### src/rtl/ar_pkg.sv
package ar_pkg;

   // register selects on the configuration write port
   localparam logic [1:0] SEL_GLOBAL = 2'd0;
   localparam logic [1:0] SEL_MASK   = 2'd1;
   localparam logic [1:0] SEL_KB_LO  = 2'd2;
   localparam logic [1:0] SEL_KB_HI  = 2'd3;

   // access type codes
   localparam logic [1:0] ACC_READ  = 2'd0;
   localparam logic [1:0] ACC_WRITE = 2'd1;
   localparam logic [1:0] ACC_EXEC  = 2'd2;

   localparam int PERM_W = 3;
   localparam logic [PERM_W-1:0] PERM_ALL  = 3'b111;
   localparam logic [PERM_W-1:0] PERM_NONE = 3'b000;

   typedef enum logic [1:0] {
      ROUTE_FLAT = 2'd0,
      ROUTE_SEG  = 2'd1,
      ROUTE_PAGE = 2'd2
   } route_e;

endpackage

### src/rtl/ar_cfg_regs.sv
module ar_cfg_regs
   import ar_pkg::*;
#(
   parameter int                DATA_W  = 32,
   parameter int                NSEG    = 16,
   parameter logic [DATA_W-1:0] EN_MASK = 'hC
) (
   input  logic              clk,
   input  logic              rst_n,
   input  logic              wr_en,
   input  logic [1:0]        wr_sel,
   input  logic [DATA_W-1:0] wr_data,
   output logic              mmu_on,
   output logic [NSEG-1:0]   seg_mask,
   output logic [DATA_W-1:0] kbase_lo,
   output logic [DATA_W-1:0] kbase_hi
);

   if (NSEG > DATA_W) begin : g_bad_mask
      $error("segment mask does not fit the register width");
   end
   if (EN_MASK == '0) begin : g_bad_en
      $error("enable mask selects no bit");
   end

   logic [DATA_W-1:0] gcfg_q;
   logic [NSEG-1:0]   mask_q;
   logic [DATA_W-1:0] klo_q;
   logic [DATA_W-1:0] khi_q;

   always_ff @(posedge clk or negedge rst_n) begin
      if (!rst_n) begin
         gcfg_q <= '0;
         mask_q <= '0;
         klo_q  <= '0;
         khi_q  <= '0;
      end else if (wr_en) begin
         case (wr_sel)
            SEL_GLOBAL: gcfg_q <= wr_data & EN_MASK;
            SEL_MASK:   mask_q <= wr_data[NSEG-1:0];
            SEL_KB_LO:  klo_q  <= wr_data;
            default:    khi_q  <= wr_data;
         endcase
      end
   end

   assign mmu_on   = |gcfg_q;
   assign seg_mask = mask_q;
   assign kbase_lo = klo_q;
   assign kbase_hi = khi_q;

   // a base register only changes after its own write
   a_r9_lo_holds: assert property (@(posedge clk) disable iff (!rst_n)
      !(wr_en && wr_sel == SEL_KB_LO) |=> $stable(kbase_lo));
   a_r9_hi_holds: assert property (@(posedge clk) disable iff (!rst_n)
      !(wr_en && wr_sel == SEL_KB_HI) |=> $stable(kbase_hi));
   a_r9_mask_holds: assert property (@(posedge clk) disable iff (!rst_n)
      !(wr_en && wr_sel == SEL_MASK) |=> $stable(seg_mask));

endmodule

### src/rtl/ar_seg_decode.sv
module ar_seg_decode #(
   parameter int ADDR_W = 32,
   parameter int SEG_W  = 4,
   localparam int NSEG  = 2 ** SEG_W,
   localparam int HALF  = NSEG / 2,
   localparam int KB_W  = HALF * SEG_W
) (
   input  logic [ADDR_W-1:0] vaddr,
   input  logic              user,
   input  logic              mmu_on,
   input  logic [NSEG-1:0]   seg_mask,
   input  logic [KB_W-1:0]   kbase_lo,
   input  logic [KB_W-1:0]   kbase_hi,
   output logic              direct,
   output logic [ADDR_W-1:0] seg_paddr
);

   if (SEG_W < 2 || SEG_W >= ADDR_W) begin : g_bad_seg
      $error("segment field width out of range");
   end

   logic [SEG_W-1:0] seg;
   logic [SEG_W-2:0] slot;
   logic             upper;
   logic [SEG_W-1:0] nib_lo [HALF];
   logic [SEG_W-1:0] nib_hi [HALF];
   logic [SEG_W-1:0] base;

   assign seg   = vaddr[ADDR_W-1 -: SEG_W];
   assign slot  = seg[SEG_W-2:0];
   assign upper = seg[SEG_W-1];

   for (genvar g = 0; g < HALF; g++) begin : g_nib
      assign nib_lo[g] = kbase_lo[g*SEG_W +: SEG_W];
      assign nib_hi[g] = kbase_hi[g*SEG_W +: SEG_W];
   end

   assign base      = upper ? nib_hi[slot] : nib_lo[slot];
   assign direct    = mmu_on && !user && seg_mask[seg];
   assign seg_paddr = {base, vaddr[ADDR_W-SEG_W-1:0]};

endmodule

### src/rtl/ar_route.sv
module ar_route
   import ar_pkg::*;
#(
   parameter int ADDR_W = 32
) (
   input  logic              req_valid,
   input  logic [ADDR_W-1:0] vaddr,
   input  logic [1:0]        acc,
   input  logic              mmu_on,
   input  logic              direct,
   input  logic [ADDR_W-1:0] seg_paddr,
   output logic              pl_valid,
   output logic              pl_imem,
   output logic [ADDR_W-1:0] nxt_paddr,
   output logic [PERM_W-1:0] nxt_perm,
   output logic              nxt_miss
);

   route_e route;

   always_comb begin
      if (!mmu_on)     route = ROUTE_FLAT;
      else if (direct) route = ROUTE_SEG;
      else             route = ROUTE_PAGE;
   end

   always_comb begin
      nxt_paddr = '0;
      nxt_perm  = PERM_NONE;
      nxt_miss  = 1'b1;
      case (route)
         ROUTE_FLAT: begin
            nxt_paddr = vaddr;
            nxt_perm  = PERM_ALL;
            nxt_miss  = 1'b0;
         end
         ROUTE_SEG: begin
            nxt_paddr = seg_paddr;
            nxt_perm  = PERM_ALL;
            nxt_miss  = 1'b0;
         end
         default: ;
      endcase
   end

   assign pl_valid = req_valid && (route == ROUTE_PAGE);
   assign pl_imem  = (acc == ACC_EXEC);

endmodule

### src/rtl/ar_result.sv
module ar_result
   import ar_pkg::*;
#(
   parameter int ADDR_W = 32
) (
   input  logic              clk,
   input  logic              rst_n,
   input  logic              in_valid,
   input  logic [ADDR_W-1:0] in_paddr,
   input  logic [PERM_W-1:0] in_perm,
   input  logic              in_miss,
   output logic              out_valid,
   output logic [ADDR_W-1:0] out_paddr,
   output logic [PERM_W-1:0] out_perm,
   output logic              out_miss
);

   always_ff @(posedge clk or negedge rst_n) begin
      if (!rst_n) begin
         out_valid <= 1'b0;
         out_paddr <= '0;
         out_perm  <= PERM_NONE;
         out_miss  <= 1'b0;
      end else begin
         out_valid <= in_valid;
         if (in_valid) begin
            out_paddr <= in_paddr;
            out_perm  <= in_perm;
            out_miss  <= in_miss;
         end
      end
   end

   // one result per request, one cycle later
   a_r8_valid_follows: assert property (@(posedge clk) disable iff (!rst_n)
      in_valid |=> out_valid);
   a_r8_no_spurious: assert property (@(posedge clk) disable iff (!rst_n)
      !in_valid |=> !out_valid);

endmodule

### src/rtl/seg_page_router.sv
module seg_page_router
   import ar_pkg::*;
#(
   parameter int          ADDR_W  = 32,
   parameter int          SEG_W   = 4,
   parameter int          DATA_W  = 32,
   parameter logic [31:0] EN_BITS = 32'h0000_000C
) (
   input  logic              clk,
   input  logic              rst_n,
   input  logic              cfg_we,
   input  logic [1:0]        cfg_sel,
   input  logic [DATA_W-1:0] cfg_wdata,
   input  logic              req_valid,
   input  logic [ADDR_W-1:0] req_vaddr,
   input  logic [1:0]        req_acc,
   input  logic              req_user,
   output logic              pl_valid,
   output logic              pl_imem,
   output logic [ADDR_W-1:0] pl_vaddr,
   output logic              rsp_valid,
   output logic [ADDR_W-1:0] rsp_paddr,
   output logic [2:0]        rsp_perm,
   output logic              rsp_miss
);

   localparam int NSEG = 2 ** SEG_W;
   localparam int KB_W = (NSEG / 2) * SEG_W;
   localparam logic [DATA_W-1:0] EN_MASK = DATA_W'(EN_BITS);

   if (KB_W != DATA_W) begin : g_bad_kb
      $error("packed base table must fill one register");
   end

   logic              mmu_on;
   logic [NSEG-1:0]   seg_mask;
   logic [KB_W-1:0]   kbase_lo;
   logic [KB_W-1:0]   kbase_hi;
   logic              direct;
   logic [ADDR_W-1:0] seg_paddr;
   logic [ADDR_W-1:0] nxt_paddr;
   logic [PERM_W-1:0] nxt_perm;
   logic              nxt_miss;

   ar_cfg_regs #(.DATA_W(DATA_W), .NSEG(NSEG), .EN_MASK(EN_MASK)) u_regs (
      .clk(clk), .rst_n(rst_n), .wr_en(cfg_we), .wr_sel(cfg_sel),
      .wr_data(cfg_wdata), .mmu_on(mmu_on), .seg_mask(seg_mask),
      .kbase_lo(kbase_lo), .kbase_hi(kbase_hi));

   ar_seg_decode #(.ADDR_W(ADDR_W), .SEG_W(SEG_W)) u_dec (
      .vaddr(req_vaddr), .user(req_user), .mmu_on(mmu_on),
      .seg_mask(seg_mask), .kbase_lo(kbase_lo), .kbase_hi(kbase_hi),
      .direct(direct), .seg_paddr(seg_paddr));

   ar_route #(.ADDR_W(ADDR_W)) u_route (
      .req_valid(req_valid), .vaddr(req_vaddr), .acc(req_acc),
      .mmu_on(mmu_on), .direct(direct), .seg_paddr(seg_paddr),
      .pl_valid(pl_valid), .pl_imem(pl_imem), .nxt_paddr(nxt_paddr),
      .nxt_perm(nxt_perm), .nxt_miss(nxt_miss));

   ar_result #(.ADDR_W(ADDR_W)) u_res (
      .clk(clk), .rst_n(rst_n), .in_valid(req_valid),
      .in_paddr(nxt_paddr), .in_perm(nxt_perm), .in_miss(nxt_miss),
      .out_valid(rsp_valid), .out_paddr(rsp_paddr), .out_perm(rsp_perm),
      .out_miss(rsp_miss));

   assign pl_vaddr = req_vaddr;

   // flat result when translation is off
   a_r2_flat: assert property (@(posedge clk) disable iff (!rst_n)
      (req_valid && !mmu_on) |=>
         (rsp_paddr == $past(req_vaddr) && rsp_perm == PERM_ALL && !rsp_miss));
   a_r2_no_lookup: assert property (@(posedge clk) disable iff (!rst_n)
      !mmu_on |-> !pl_valid);
   // direct segment keeps the low bits and never misses
   a_r4_seg_low: assert property (@(posedge clk) disable iff (!rst_n)
      (req_valid && direct) |=>
         (rsp_paddr[ADDR_W-SEG_W-1:0] == $past(req_vaddr[ADDR_W-SEG_W-1:0])
          && !rsp_miss && rsp_perm == PERM_ALL));
   // a forwarded request reports a miss with no permission
   a_r5_fwd_miss: assert property (@(posedge clk) disable iff (!rst_n)
      pl_valid |=> (rsp_miss && rsp_perm == PERM_NONE));
   // side selection follows the access type
   a_r6_side: assert property (@(posedge clk) disable iff (!rst_n)
      pl_valid |-> (pl_imem == (req_acc == ACC_EXEC)));
   // user accesses always go to the page lookup when translating
   a_r7_user_paged: assert property (@(posedge clk) disable iff (!rst_n)
      (req_valid && req_user && mmu_on) |-> pl_valid);

endmodule

### config.mk
export PLATFORM = sky130hd
export DESIGN_NAME = seg_page_router
export DESIGN_NICKNAME = d
export VERILOG_FILES = /design/src/rtl/ar_pkg.sv /design/src/rtl/ar_cfg_regs.sv /design/src/rtl/ar_seg_decode.sv /design/src/rtl/ar_route.sv /design/src/rtl/ar_result.sv /design/src/rtl/seg_page_router.sv
export SDC_FILE = /design/constraint.sdc
export NUM_CORES = 1
export LEC_CHECK = 0
export ABC_CLOCK_PERIOD_IN_PS = 2300
export BUFFER_PORTS_ARGS = -buffer_cell sky130_fd_sc_hd__clkbuf_2
export CAP_MARGIN = 15
export CORE_MARGIN = 2
export CORE_UTILIZATION = 40
export CTS_CLUSTER_DIAMETER = 30
export DETAILED_ROUTE_END_ITERATION = 8
export SYNTH_ARGS = -nofsm -noshare
export SYNTH_HDL_FRONTEND = slang
export SYNTH_SLANG_ARGS = --single-unit
### constraint.sdc
create_clock -name clk -period 2.3 [get_ports clk]
set_clock_uncertainty 0.05 [all_clocks]
set_input_delay 0.23 -clock clk [delete_from_list [all_inputs] [get_ports clk]]
set_output_delay 0.23 -clock clk [all_outputs]
set_load 0.05 [all_outputs]
# Word level (Yosys, flattened, before mapping)
# Cells that the tools add are included.
[op_classes] div=0 n_lt_le_gt_ge=2 shifts=0 muxes=14 multipliers=0 n_bitwise=2 eq_ne=5 reduce_logical=13 addsub=0
[op_table] operator="32-bit one-hot mux with 2 select lines" count=1
[op_table] operator="4-bit binary-select mux with 3-bit select" count=2
[op_table] operator="4-bit 2-to-1 mux" count=5
[op_table] operator="2-bit AND reduction" count=4
[op_table] operator="2-bit == test (second input constant)" count=3
[op_table] operator="4-bit by 5-bit less-than comparator with 1-bit output (second input constant)" count=1
[op_table] operator="1-bit binary-select mux with 4-bit select" count=1
[op_table] operator="2-bit by 1-bit == test with 1-bit output (second input constant)" count=2
[op_table] operator="4-bit >= comparator (second input constant)" count=1
[op_table] operator="2-bit zero test" count=2
[op_table] operator="2-bit 2-to-1 mux" count=2
[op_table] operator="3-bit inverter with 4-bit output" count=1
[op_table] operator="2-bit OR reduction" count=2
[op_table] operator="1-bit logical AND" count=3
[op_table] operator="3-bit 2-to-1 mux" count=1
[op_table] operator="3-bit OR reduction" count=1
[op_table] operator="1-bit 2-to-1 mux" count=2
[op_table] operator="1-bit zero test" count=1
[op_table] operator="1-bit inverter" count=1
[totals] regBits=119 output_inout_bits=71 mem_bits_ro=0 ramBits=0 latch_bits=0 memories=0 elab_cells=44

# Logic depth before layout (Yosys ltp)
# Gate-level depths: netlist (run 1).
[depth] depth_word=8 depth_mapped=7

# Modules after synthesis
# Synthesis (run 1) repeated with hierarchy kept, for this count alone.
[hier_totals] hier_cells=415 hier_area_um2=6083.3
[by_module_without_submodules] mod="ar_cfg_regs" cells_per_inst=176 area_each_um2=3054.2 instances=1
[by_module_without_submodules] mod="ar_result" cells_per_inst=77 area_each_um2=1515.2 instances=1
[by_module_without_submodules] mod="ar_seg_decode" cells_per_inst=81 area_each_um2=865.8 instances=1
[by_module_without_submodules] mod="ar_route" cells_per_inst=49 area_each_um2=407.9 instances=1
[by_module_without_submodules] mod="seg_page_router" cells_per_inst=32 area_each_um2=240.2 instances=1

# Worst setup path before layout (run 1)
# No wires, ideal clock.
[synth_timing] path_type="register to output" from="register u_regs.mask_q[11], in the netlist u_regs.seg_mask[11]" to="output port pl_valid" path_stages_with_launch=7 setup_slack_ns=0.275 required_ns=2.020 n_path_buf=1 t_arrival_ns=1.745 path_cell_list="dfrtp_1 -> mux4_1 -> nand2b_1 -> o311a_2 -> nor3_4 -> buf_6 -> and2_4"
[synth_between] elab_chain_cells=7
[synth_rtl] item="from (decl)" line="ar_cfg_regs.sv:27" source="logic [NSEG-1:0] mask_q;"
[synth_rtl] item="from (signal assigned)" line="ar_cfg_regs.sv:40" source="SEL_MASK: mask_q <= wr_data[NSEG-1:0];"
[synth_rtl] item="1-bit binary-select mux with 4-bit select" line="ar_seg_decode.sv:39" source="assign direct = mmu_on && !user && seg_mask[seg];"
[synth_rtl] item="1-bit 2-to-1 mux (implied by the code)" line="ar_seg_decode.sv:39"
[synth_rtl] item="1-bit logical AND" line="ar_seg_decode.sv:39"
[synth_rtl] item="2-bit 2-to-1 mux" line="ar_route.sv:23" source="else if (direct) route = ROUTE_SEG;"
[synth_rtl] item="2-bit 2-to-1 mux" line="ar_route.sv:22" source="if (!mmu_on) route = ROUTE_FLAT;"
[synth_rtl] item="2-bit == test" line="ar_route.sv:46" source="assign pl_valid = req_valid && (route == ROUTE_PAGE);"
[synth_rtl] item="1-bit logical AND" line="ar_route.sv:46"
[synth_rtl] item="to (decl)" line="seg_page_router.sv:18" source="output logic pl_valid,"
# No other way between the ends. The select of a mux whose other input is x is not followed.

# Worst setup path after layout (run 1)
[layout_timing] from="register u_regs.mask_q[10], in the netlist u_regs.seg_mask[10]" to="output port pl_valid"
# The elaborated chain is that of the path after synthesis.

==> flow_summary.json, run 1 <==
{
  "status": "complete, but fails checks",
  "failed_checks": "negative setup slack",
  "final_util_pct": 52.5,
  "grt_max_degree": 118,
  "drtPass1Iterations": 4,
  "r2r-start": "u_regs.seg_mask[10]$_DFFE_PN0P_",
  "drt-total-wl_um": 12100,
  "clk_path_buf_depth": 2,
  "maxCapViolCount": 0,
  "syn-num-nets": 498,
  "fin_crit_ns": 2.35,
  "worst_pin_slew_ns": 0.663,
  "power_density_nw_per_um2": 988,
  "htreeDepth": 4,
  "vias": 3747,
  "final-setup-viol-count": 1,
  "hpwl_um": 8530,
  "synth_cells": 425,
  "vias_per_cell": 5.00,
  "hold_ws_ns": 0.0114,
  "cts_buffers": 17,
  "syn2layout_area_growth_pct": 27.4,
  "hold_viol": 0,
  "mostFrequentLayoutCells": "clkbuf_2, dfrtp_1, mux2_2, nand2_1, inv_1",
  "layout.cells.most_common": "clkbuf_2",
  "endpoint_kind": "output port",
  "clock_sinks": 117,
  "yosysSeqAreaShare_pct": 53.3,
  "fp.dieH_um": 121,
  "critPathArrivalTime_ns": 2.07,
  "cts_tree": "done",
  "fmax_mhz": 426,
  "drv_slew": 0,
  "path_class": "register to output port",
  "worstHoldStart": "cfg_wdata[30]",
  "slew_headroom_pct": 55.8,
  "die_area_um2": 14700,
  "drive_gt1_share_pct": 53.7,
  "die_w_um": 121,
  "drc_errors": 0,
  "routedWlPerCell_um": 16.2,
  "drt_iter0_drc": 145,
  "num_io_pins": 144,
  "yosys_warnings": 0,
  "holdCritPathClass": "primary input to register",
  "ys_seq_elements": 117,
  "finalCritPeriodShare_pct": 102,
  "grt_antenna_before_repair": 0,
  "rows": 42,
  "p_total_mw": 6.92,
  "grt_pass1_wl_um": 19700,
  "setup_ws_ns": -0.0469,
  "crit_required_ns": 2.02,
  "p_leak_nw": 3.28,
  "postRouteAntennaNets": 0,
  "synth.avg_cell_area_um2": 12.9,
  "cts.clk_slew.worst_paths_ns": 0.05,
  "overflow": 0,
  "netlist_area_um2": 5500,
  "start_util_pct": 41.2,
  "core_area_um2": 13300,
  "ctsRootBufferMaster": "clkbuf_16",
  "io_buffers": 143,
  "grtUsageTotal_pct": 17.7,
  "synth_cell_types": 32,
  "critPathLaunch": "u_regs.seg_mask[10]$_DFFE_PN0P_",
  "vdd_ir_drop_max_v": 0.000452,
  "n_antenna_cell": 0,
  "clock_latency_ns": 0.41,
  "grt_setup_unrepaired": "true",
  "gp_congestion": 0.755,
  "final_area_um2": 7000,
  "cp_max_fo": 2,
  "critPathLaunchType": "register",
  "finalNetCount": 634,
  "place_area_um2": 6170,
  "grt_pass1_vias": 3781
}
[cell families after synthesis]
family	count (synthesis)	share of synthesized area, %
DFF	117	53.3
and+or+nand+nor	54	4.67
AOI/OAI and AO/OA	53	7.26
buffers and inverters	90	9.18
muxes	111	25.6
[path summary, 6_finish.rpt]
kind	endpoint	slack, ns	cells after the start
hold / removal	u_regs.kbase_hi[30]$_DFFE_PN0P_	0.01	2
setup / recovery	pl_valid	-0.05	6
setup reg to reg	u_res.out_paddr[15]$_DFFE_PN0P_	0.27	6
max in group asynchronous	u_regs.seg_mask[0]$_DFFE_PN0P_	1.30	3
min in group asynchronous	u_regs.kbase_lo[18]$_DFFE_PN0P_	0.36	3
hold reg to reg	u_regs.seg_mask[14]$_DFFE_PN0P_	0.45	1
[critical path, stage by stage, from the launching register on]
cell and delay [ns]:
dfrtp_1 0.38, mux4_2 0.45, nand2b_4 0.15, o311a_4 0.12, nor3_4 0.22, and2_4 0.18, clkbuf_16 0.16
[layout make-up]
type                            instances  area (um2)
Fill cell                            1218        6340
Sequential cell                       117        2930
Multi-Input combinational cell        218        2090
Timing Repair Buffer                  178        1060
Clock buffer                           23         478
Tap cell                              176         220
Clock inverter                          9         125
Inverter                               29         109
[layer usage]
| metal | global-route usage (%) | up-vias | wire (um) |
|---|---|---|---|
| met5 | 0 | - | 0 |
| met4 | 6.25 | 0 | 163 |
| met3 | 4.61 | 17 | 678 |
| met2 | 27.9 | 129 | 5760 |
| met1 | 23.6 | 1846 | 5520 |
| li1 | - | 1755 | - |
[power by group]
group,total [mW],switching [mW],leakage (nW),internal [mW]
combinational,1.63,0.984,1.57,0.651
clock,2.65,0.871,0.293,1.78
sequential,2.64,0.199,1.42,2.44
[synth_stat cells]
library cell / count / share of area [%]
a2111oi_0: 3 / 0.48
nor2b_1: 6 / 0.68
mux4_2: 12 / 4.9
a2111oi_2: 1 / 0.27
o22ai_2: 6 / 1.4
dfrtp_1: 117 / 53
nor2_1: 6 / 0.41
nand3b_1: 2 / 0.27
o32ai_1: 2 / 0.32
buf_2: 4 / 0.36
o22ai_1: 26 / 3.0
a31oi_1: 4 / 0.46
a31o_2: 2 / 0.32
buf_1: 3 / 0.20
nor3b_1: 1 / 0.14
mux2_4: 1 / 0.27
nand3_1: 2 / 0.18
buf_4: 35 / 4.8
and2_4: 1 / 0.16
nor3_4: 1 / 0.30
inv_1: 29 / 2.0
clkbuf_1: 15 / 1.0
o21ai_0: 6 / 0.55
nand2b_1: 3 / 0.34
buf_6: 4 / 0.82
nand2_1: 32 / 2.2
o211a_1: 1 / 0.18
mux2i_1: 9 / 1.6
o311a_2: 1 / 0.20
mux2_2: 87 / 18
a21oi_2: 1 / 0.16
mux4_1: 2 / 0.96
[registers in the layout (all words and copies together) (netlist names)]
signal	flops
u_regs.gcfg_q	2
u_res.out_paddr	32
u_res.out_miss	1
u_res.out_valid	1
u_regs.kbase_hi	32
u_regs.seg_mask	16
u_regs.kbase_lo	32
u_res.out_perm	1
[repair_timing]
| item | CTS | global route |
|---|---|---|
| gates resized for setup | 9 | 1 |
| setup endpoints to repair | 1 | 1 |
| hold endpoints to repair | 135 | 0 |
| hold buffers | 17 | 0 |
| setup buffers | 2 | 0 |
| pin swaps | 1 | 0 |
[metrics by stage]
step           setup WS, ns  TNS (ns)  cells
2_1_floorplan         0.275         0    425
3_3_place_gp          0.115         0    699
3_5_place_dp        -0.0332   -0.0332    699
4_1_cts             -0.0768   -0.0768    750
5_1_grt              -0.130    -0.130    750
6_report            -0.0469   -0.0469    750
(Power assumes the default switching activity.)
==> inputs of run 2 (changes only) <==
CORE_UTILIZATION = 43   (was 40)
PLACE_DENSITY_LB_ADDON = 0.12   (was default)
==> run 2 against run 1 <==
Compared with the run above: the run still ends with negative setup slack left; cell count shrank 0.53%; non-clock buffer count is the same; total power grew 5.3%; sequential share of layout area shrank 0.67 points; sequential power is essentially flat; clock-buffer cell count shrank 3; die area shrank 6.8%; register-to-register slack lost 0.11 ns; via count shrank 1.1%; critical path type unchanged; highest routed layer unchanged.
==> flow_summary.json, run 2 (synthesized netlist as in run 1, its figures left out) <==
{
  "n_antenna_cell": 0,
  "clock_sinks": 117,
  "path_class": "register to output port",
  "grt_pass1_wl_um": 18600,
  "rr_worst_depth": 7,
  "cts_buffers": 17,
  "clock_latency_ns": 0.41,
  "hpwl_um": 7910,
  "grt_setup_unrepaired": "true",
  "slew_headroom_pct": 57.1,
  "fillers": 1020,
  "layout.cells.non_filler": 746,
  "crit_required_ns": 2.02,
  "start_util_pct": 43.7,
  "grtUsageTotal_pct": 18.1,
  "syn2layout_area_growth_pct": 29.5,
  "drv_slew": 0,
  "place_inst": 692,
  "r2r-start": "u_regs.seg_mask[15]$_DFFE_PN0P_",
  "holdCritPathClass": "primary input to register",
  "drt-total-wl_um": 11500,
  "drtPass1Iterations": 5,
  "endpoint_kind": "output port",
  "critPathCapture": "pl_valid",
  "grt_max_degree": 118,
  "vias": 3706,
  "die_area_um2": 13700,
  "grt_pass1_vias": 3671,
  "overflow": 0,
  "reg2reg_to": "u_res.out_paddr[24]$_DFFE_PN0P_",
  "mostFrequentLayoutCells": "clkbuf_2, dfrtp_1, mux2_2, nand2_1, inv_1",
  "hold_viol": 0,
  "setup_ws_ns": -0.0717,
  "postRouteAntennaNets": 0,
  "worst_pin_slew_ns": 0.643,
  "drc_errors": 0,
  "final-setup-viol-count": 1,
  "layout.cells.most_common": "clkbuf_2",
  "die_w_um": 117,
  "fp.dieH_um": 117,
  "num_io_pins": 144,
  "fin_crit_ns": 2.37,
  "p_total_mw": 7.29,
  "finalNetCount": 634,
  "grt_antenna_before_repair": 0,
  "ctsRootBufferMaster": "clkbuf_16",
  "core_area_um2": 12600,
  "r2r_slack_ns": 0.16,
  "rows": 41,
  "critPathArrivalTime_ns": 2.09,
  "final_util_pct": 56.6,
  "critPathLaunch": "u_regs.seg_mask[15]$_DFFE_PN0P_",
  "status": "complete, but fails checks",
  "clk_path_buf_depth": 2,
  "cts_tree": "done",
  "routedWlPerCell_um": 15.4,
  "failed_checks": "negative setup slack",
  "p_leak_nw": 3.33,
  "finalCritPeriodShare_pct": 103,
  "critPathLaunchType": "register",
  "final_area_um2": 7120,
  "io_buffers": 143,
  "htreeDepth": 4,
  "maxCapViolCount": 0,
  "cp_max_fo": 2,
  "power_density_nw_per_um2": 1020,
  "vdd_ir_drop_max_v": 0.000521,
  "drive_gt1_share_pct": 53.3,
  "place_area_um2": 6170,
  "cts.clk_slew.worst_paths_ns": 0.05,
  "vias_per_cell": 4.97,
  "gp_congestion": 0.731,
  "drt_iter0_drc": 174,
  "fmax_mhz": 422
}
-- run 2: cell types whose count changed in the layout (fill, tap and decap cells not counted), moves of 2 or more --
cell,delta
buf_4,-5
buf_12,+2
clkbuf_1,-3
clkinv_2,-3
clkinvlp_4,+2
dlygate4sd3_1,+3
bufinv_16,+3
-- run 2: how the worst min path moves through the flow --
stage / start / endpoint / slack [ns] / cells past startpoint
4_1_cts: cfg_wdata[24] / u_regs.kbase_lo[24]$_DFFE_PN0P_ / 0.002 / 2
3_5_place_dp: rst_n / u_regs.kbase_hi[26]$_DFFE_PN0P_ / 0.33 / 2
5_1_grt: cfg_wdata[18] / u_regs.kbase_hi[18]$_DFFE_PN0P_ / 0.008 / 2
3_3_place_gp: rst_n / u_regs.kbase_hi[26]$_DFFE_PN0P_ / 0.32 / 2
6_report: cfg_wdata[24] / u_regs.kbase_lo[24]$_DFFE_PN0P_ / 0.01 / 2
2_1_floorplan: rst_n / u_regs.gcfg_q[2]$_DFFE_PN0P_ / -0.12 / 0
-- run 2: layout make-up --
cell class | instances | area, um2 | area share, %
tap | 172 | 215 | 3.02
timing repair buffer | 178 | 1090 | 15.3
sequential | 117 | 2930 | 41.1
inverter | 29 | 109 | 1.53
clock inverter | 12 | 224 | 3.15
multi-input combinational | 218 | 2090 | 29.3
clock buffer | 20 | 467 | 6.56
-- run 2: worst max-delay path, stage by stage (launching register included) --
cell and delay, ns:
dfrtp_1 0.38, mux4_2 0.47, nand2b_4 0.15, o311a_4 0.13, nor3_4 0.22, and2_4 0.18
clkbuf_16 0.15
-- run 2: per-stage QoR --
stage | TNS, ns | hold slack, ns | worst slack [ns]
after floorplan | 0 | -0.116 | 0.275
final | -0.0717 | 0.0146 | -0.0717
after global routing | -0.158 | 0.00828 | -0.158
after detailed placement | 0 | 0.325 | 0.0575
after global placement | 0 | 0.324 | 0.0786
after CTS | -0.103 | 0.00211 | -0.103
-- run 2: timing repair --
item                                    in CTS  in global routing
endpoints found under the setup margin       1                  1
pin swaps                                    1                  0
hold buffers                                20                  0
hold endpoints to repair                   138                  0
resized for setup                            6                  2
buffers inserted                             2                  0
-- run 2: routing by layer --
| metal | up-vias | wire length (um) | track usage, % |
|---|---|---|---|
| met5 | - | 0 | 0 |
| met4 | 0 | 129 | 7.45 |
| met3 | 10 | 618 | 4.89 |
| met2 | 125 | 5640 | 30.1 |
| met1 | 1814 | 5110 | 22.5 |
| li1 | 1757 | - | - |
-- run 2: report_power, final --
part	internal, mW	total, mW	switching (mW)
clock network	2.12	3.03	0.914
logic	0.656	1.64	0.979
registers	2.43	2.62	0.187
total	5.21	7.29	2.08
==> inputs of run 3 (changes only) <==
ABC_AREA = 1   (was default)
==> run 3 against run 2 <==
Compared with the run above: the run now ends clean; global-route usage increased by 3.2 points; flip-flop and latch count unchanged; routed wire length increased by 22%; sequential share of layout area increased by 0.54 points; worst setup slack improved by 0.36 ns; utilization decreased by 1.4 points; cell count increased by 33%; register-to-register slack improved by 0.60 ns; via count increased by 31%; largest cell class unchanged.
==> flow_summary.json, run 3 <==
{
  "status": "finished, final reports clean",
  "synth_edf_count": 0,
  "internal-power_mw": 4.30,
  "num_io_pins": 144,
  "critPathArrivalTime_ns": 1.74,
  "synth_flop_cell": "dfrtp_1",
  "rows": 41,
  "finalNetCount": 885,
  "gp_congestion": 0.846,
  "syn2layout_area_growth_pct": 24.4,
  "drive_gt1_share_pct": 27.1,
  "final_util_pct": 55.2,
  "drt-total-wl_um": 14100,
  "start_util_pct": 44.4,
  "ys_top_cells_by_area": "dfrtp_1, nand2_1, o21ai_0, nand3_1, nand3_2",
  "cts_buffers": 17,
  "ctsRootBufferMaster": "clkbuf_16",
  "synth.most_common_cell": "nand2_1",
  "drc_errors": 0,
  "mostFrequentLayoutCells": "nand2_1, clkbuf_2, dfrtp_1, o21ai_0, nand3_1",
  "synthTopCellsByCount": "nand2_1, dfrtp_1, o21ai_0",
  "setup_ws_ns": 0.283,
  "async_reset_ff_share_pct": 100,
  "clock_latency_ns": 0.41,
  "holdCritPathClass": "primary input to register",
  "synth_cell_types": 22,
  "fin_crit_ns": 2.02,
  "slew_headroom_pct": 58.4,
  "cts_tree": "done",
  "p_sw_mw": 2.09,
  "fmax_mhz": 496,
  "maxCapViolCount": 0,
  "finalCritPeriodShare_pct": 87.7,
  "clk_path_buf_depth": 2,
  "grt_pass1_vias": 4794,
  "grt_max_degree": 65,
  "n_antenna_cell": 0,
  "crit_required_ns": 2.02,
  "synth_top_cell_by_area": "dfrtp_1",
  "layout.cells.most_common": "nand2_1",
  "drv_slew": 0,
  "ctsResizeCount": 0,
  "overflow": 0,
  "worstHoldStart": "req_vaddr[5]",
  "path_class": "register to output port",
  "yosysSeqAreaShare_pct": 51.9,
  "fillers": 1217,
  "grt_setup_unrepaired": "false",
  "core_area_um2": 12700,
  "final-setup-viol-count": 0,
  "vias_per_cell": 4.87,
  "synth_cells": 685,
  "endpoint_kind": "output port",
  "p_total_mw": 6.40,
  "grtUsageTotal_pct": 21.3,
  "die_w_um": 119,
  "clockPowerShare_pct": 36.7,
  "critPathLaunch": "u_regs.seg_mask[13]$_DFFE_PN0P_",
  "fp.dieH_um": 119,
  "power_density_nw_per_um2": 911,
  "p_seq_share_pct": 40.1,
  "die_area_um2": 14100,
  "drt_iter0_drc": 356,
  "io_buffers": 143,
  "p_leak_nw": 3.76,
  "vias": 4842,
  "yosys_warnings": 0,
  "combPwrFrac_pct": 23.2,
  "critPathLaunchType": "register",
  "grt_pass1_wl_um": 23800,
  "grt_antenna_before_repair": 0,
  "p_sw_share_pct": 32.7,
  "cts.clk_slew.worst_paths_ns": 0.05,
  "vdd_ir_drop_max_v": 0.000405,
  "synth.avg_cell_area_um2": 8.24,
  "netlist_area_um2": 5650,
  "hold_viol": 0,
  "worst_pin_slew_ns": 0.624,
  "routedWlPerCell_um": 14.1,
  "setup_tns_ns": 0,
  "hpwl_um": 9700,
  "htreeDepth": 4,
  "synth_top_area_share_pct": 51.9,
  "r2r-start": "u_regs.seg_mask[13]$_DFFE_PN0P_",
  "cp_max_fo": 5,
  "syn-num-nets": 758,
  "clock_sinks": 117,
  "postRouteAntennaNets": 0,
  "ys_seq_elements": 117,
  "pre_cts_ws_ns": 0.426,
  "drtPass1Iterations": 5
}
[run 3: changes by cell type after synthesis, moves of 8 or more]
cell,previous run,this run
mux2_2,87,0
a21oi_1,0,8
nand2_1,32,243
nand3_2,0,28
inv_1,29,50
nand3_1,2,68
o22ai_1,26,0
o21ai_0,6,82
mux2i_1,9,0
mux4_2,12,0
[run 3: path summary, 6_finish.rpt]
check / cells past startpoint / slack, ns / endpoint
min in group asynchronous: 2 / 0.30 / u_res.out_paddr[8]$_DFFE_PN0P_
worst min register to register: 2 / 0.43 / u_res.out_paddr[13]$_DFFE_PN0P_
worst min-delay path: 3 / 0.02 / u_res.out_paddr[5]$_DFFE_PN0P_
max in group asynchronous: 3 / 1.15 / u_regs.kbase_lo[13]$_DFFE_PN0P_
worst max register to register: 11 / 0.76 / u_res.out_paddr[0]$_DFFE_PN0P_
worst max-delay path: 10 / 0.28 / pl_valid
[run 3: power groups by stage]
stage | Clock [mW] | Combinational, mW | Sequential (mW)
detailed placement | 0 | 1.47 | 2.59
floorplan | 0 | 0.800 | 2.87
global placement | 0 | 1.45 | 2.58
CTS | 2.39 | 1.50 | 2.56
global route | 2.49 | 1.64 | 2.61
finish | 2.35 | 1.49 | 2.56
[run 3: layer usage]
metal	wire, um	track usage (%)
met3	791	4.78
met5	0	0
met2	6500	33.4
met1	6410	28.2
met4	359	9.75
[run 3: kinds of logic after synthesis]
kind of cell	share of synthesized area, %
and+or+nand+nor	28.4
buffers and inverters	11.7
DFF	51.9
AOI/OAI and AO/OA	8.07
[run 3: stage by stage]
step                hold slack (ns)  cell area [um2]  std cells
floorplan                    -0.116             5650        685
global placement              0.190             6300        945
detailed placement            0.192             6300        945
CTS                       0.0000146             7020        994
global route                 0.0153             7020        994
finish                       0.0150             7020        994
[run 3: timing repair]
item	4_1_cts	5_1_grt
endpoints found under the hold margin	55	0
hold buffers	20	0
setup buffers	0	0
[run 3: final cells by class]
cell class | instances | area [um2] | area share [%]
multi-input cells | 443 | 2070 | 29.5
well taps | 172 | 215 | 3.06
clock inverters | 5 | 25.0 | 0.356
flip-flops and latches | 117 | 2930 | 41.7
clock buffers | 24 | 502 | 7.14
repair buffers | 180 | 1090 | 15.5
inverters | 53 | 199 | 2.83
[run 3: critical path, stage by stage (launching register included)]
cell	delay, ns
dfrtp_1	0.37
inv_1	0.07
nand2_1	0.07
nand3_1	0.10
nand3_1	0.08
nand3_1	0.11
nand2_2	0.10
nand2_2	0.09
nand2_4	0.06
nor2_4	0.12
buf_12	0.15
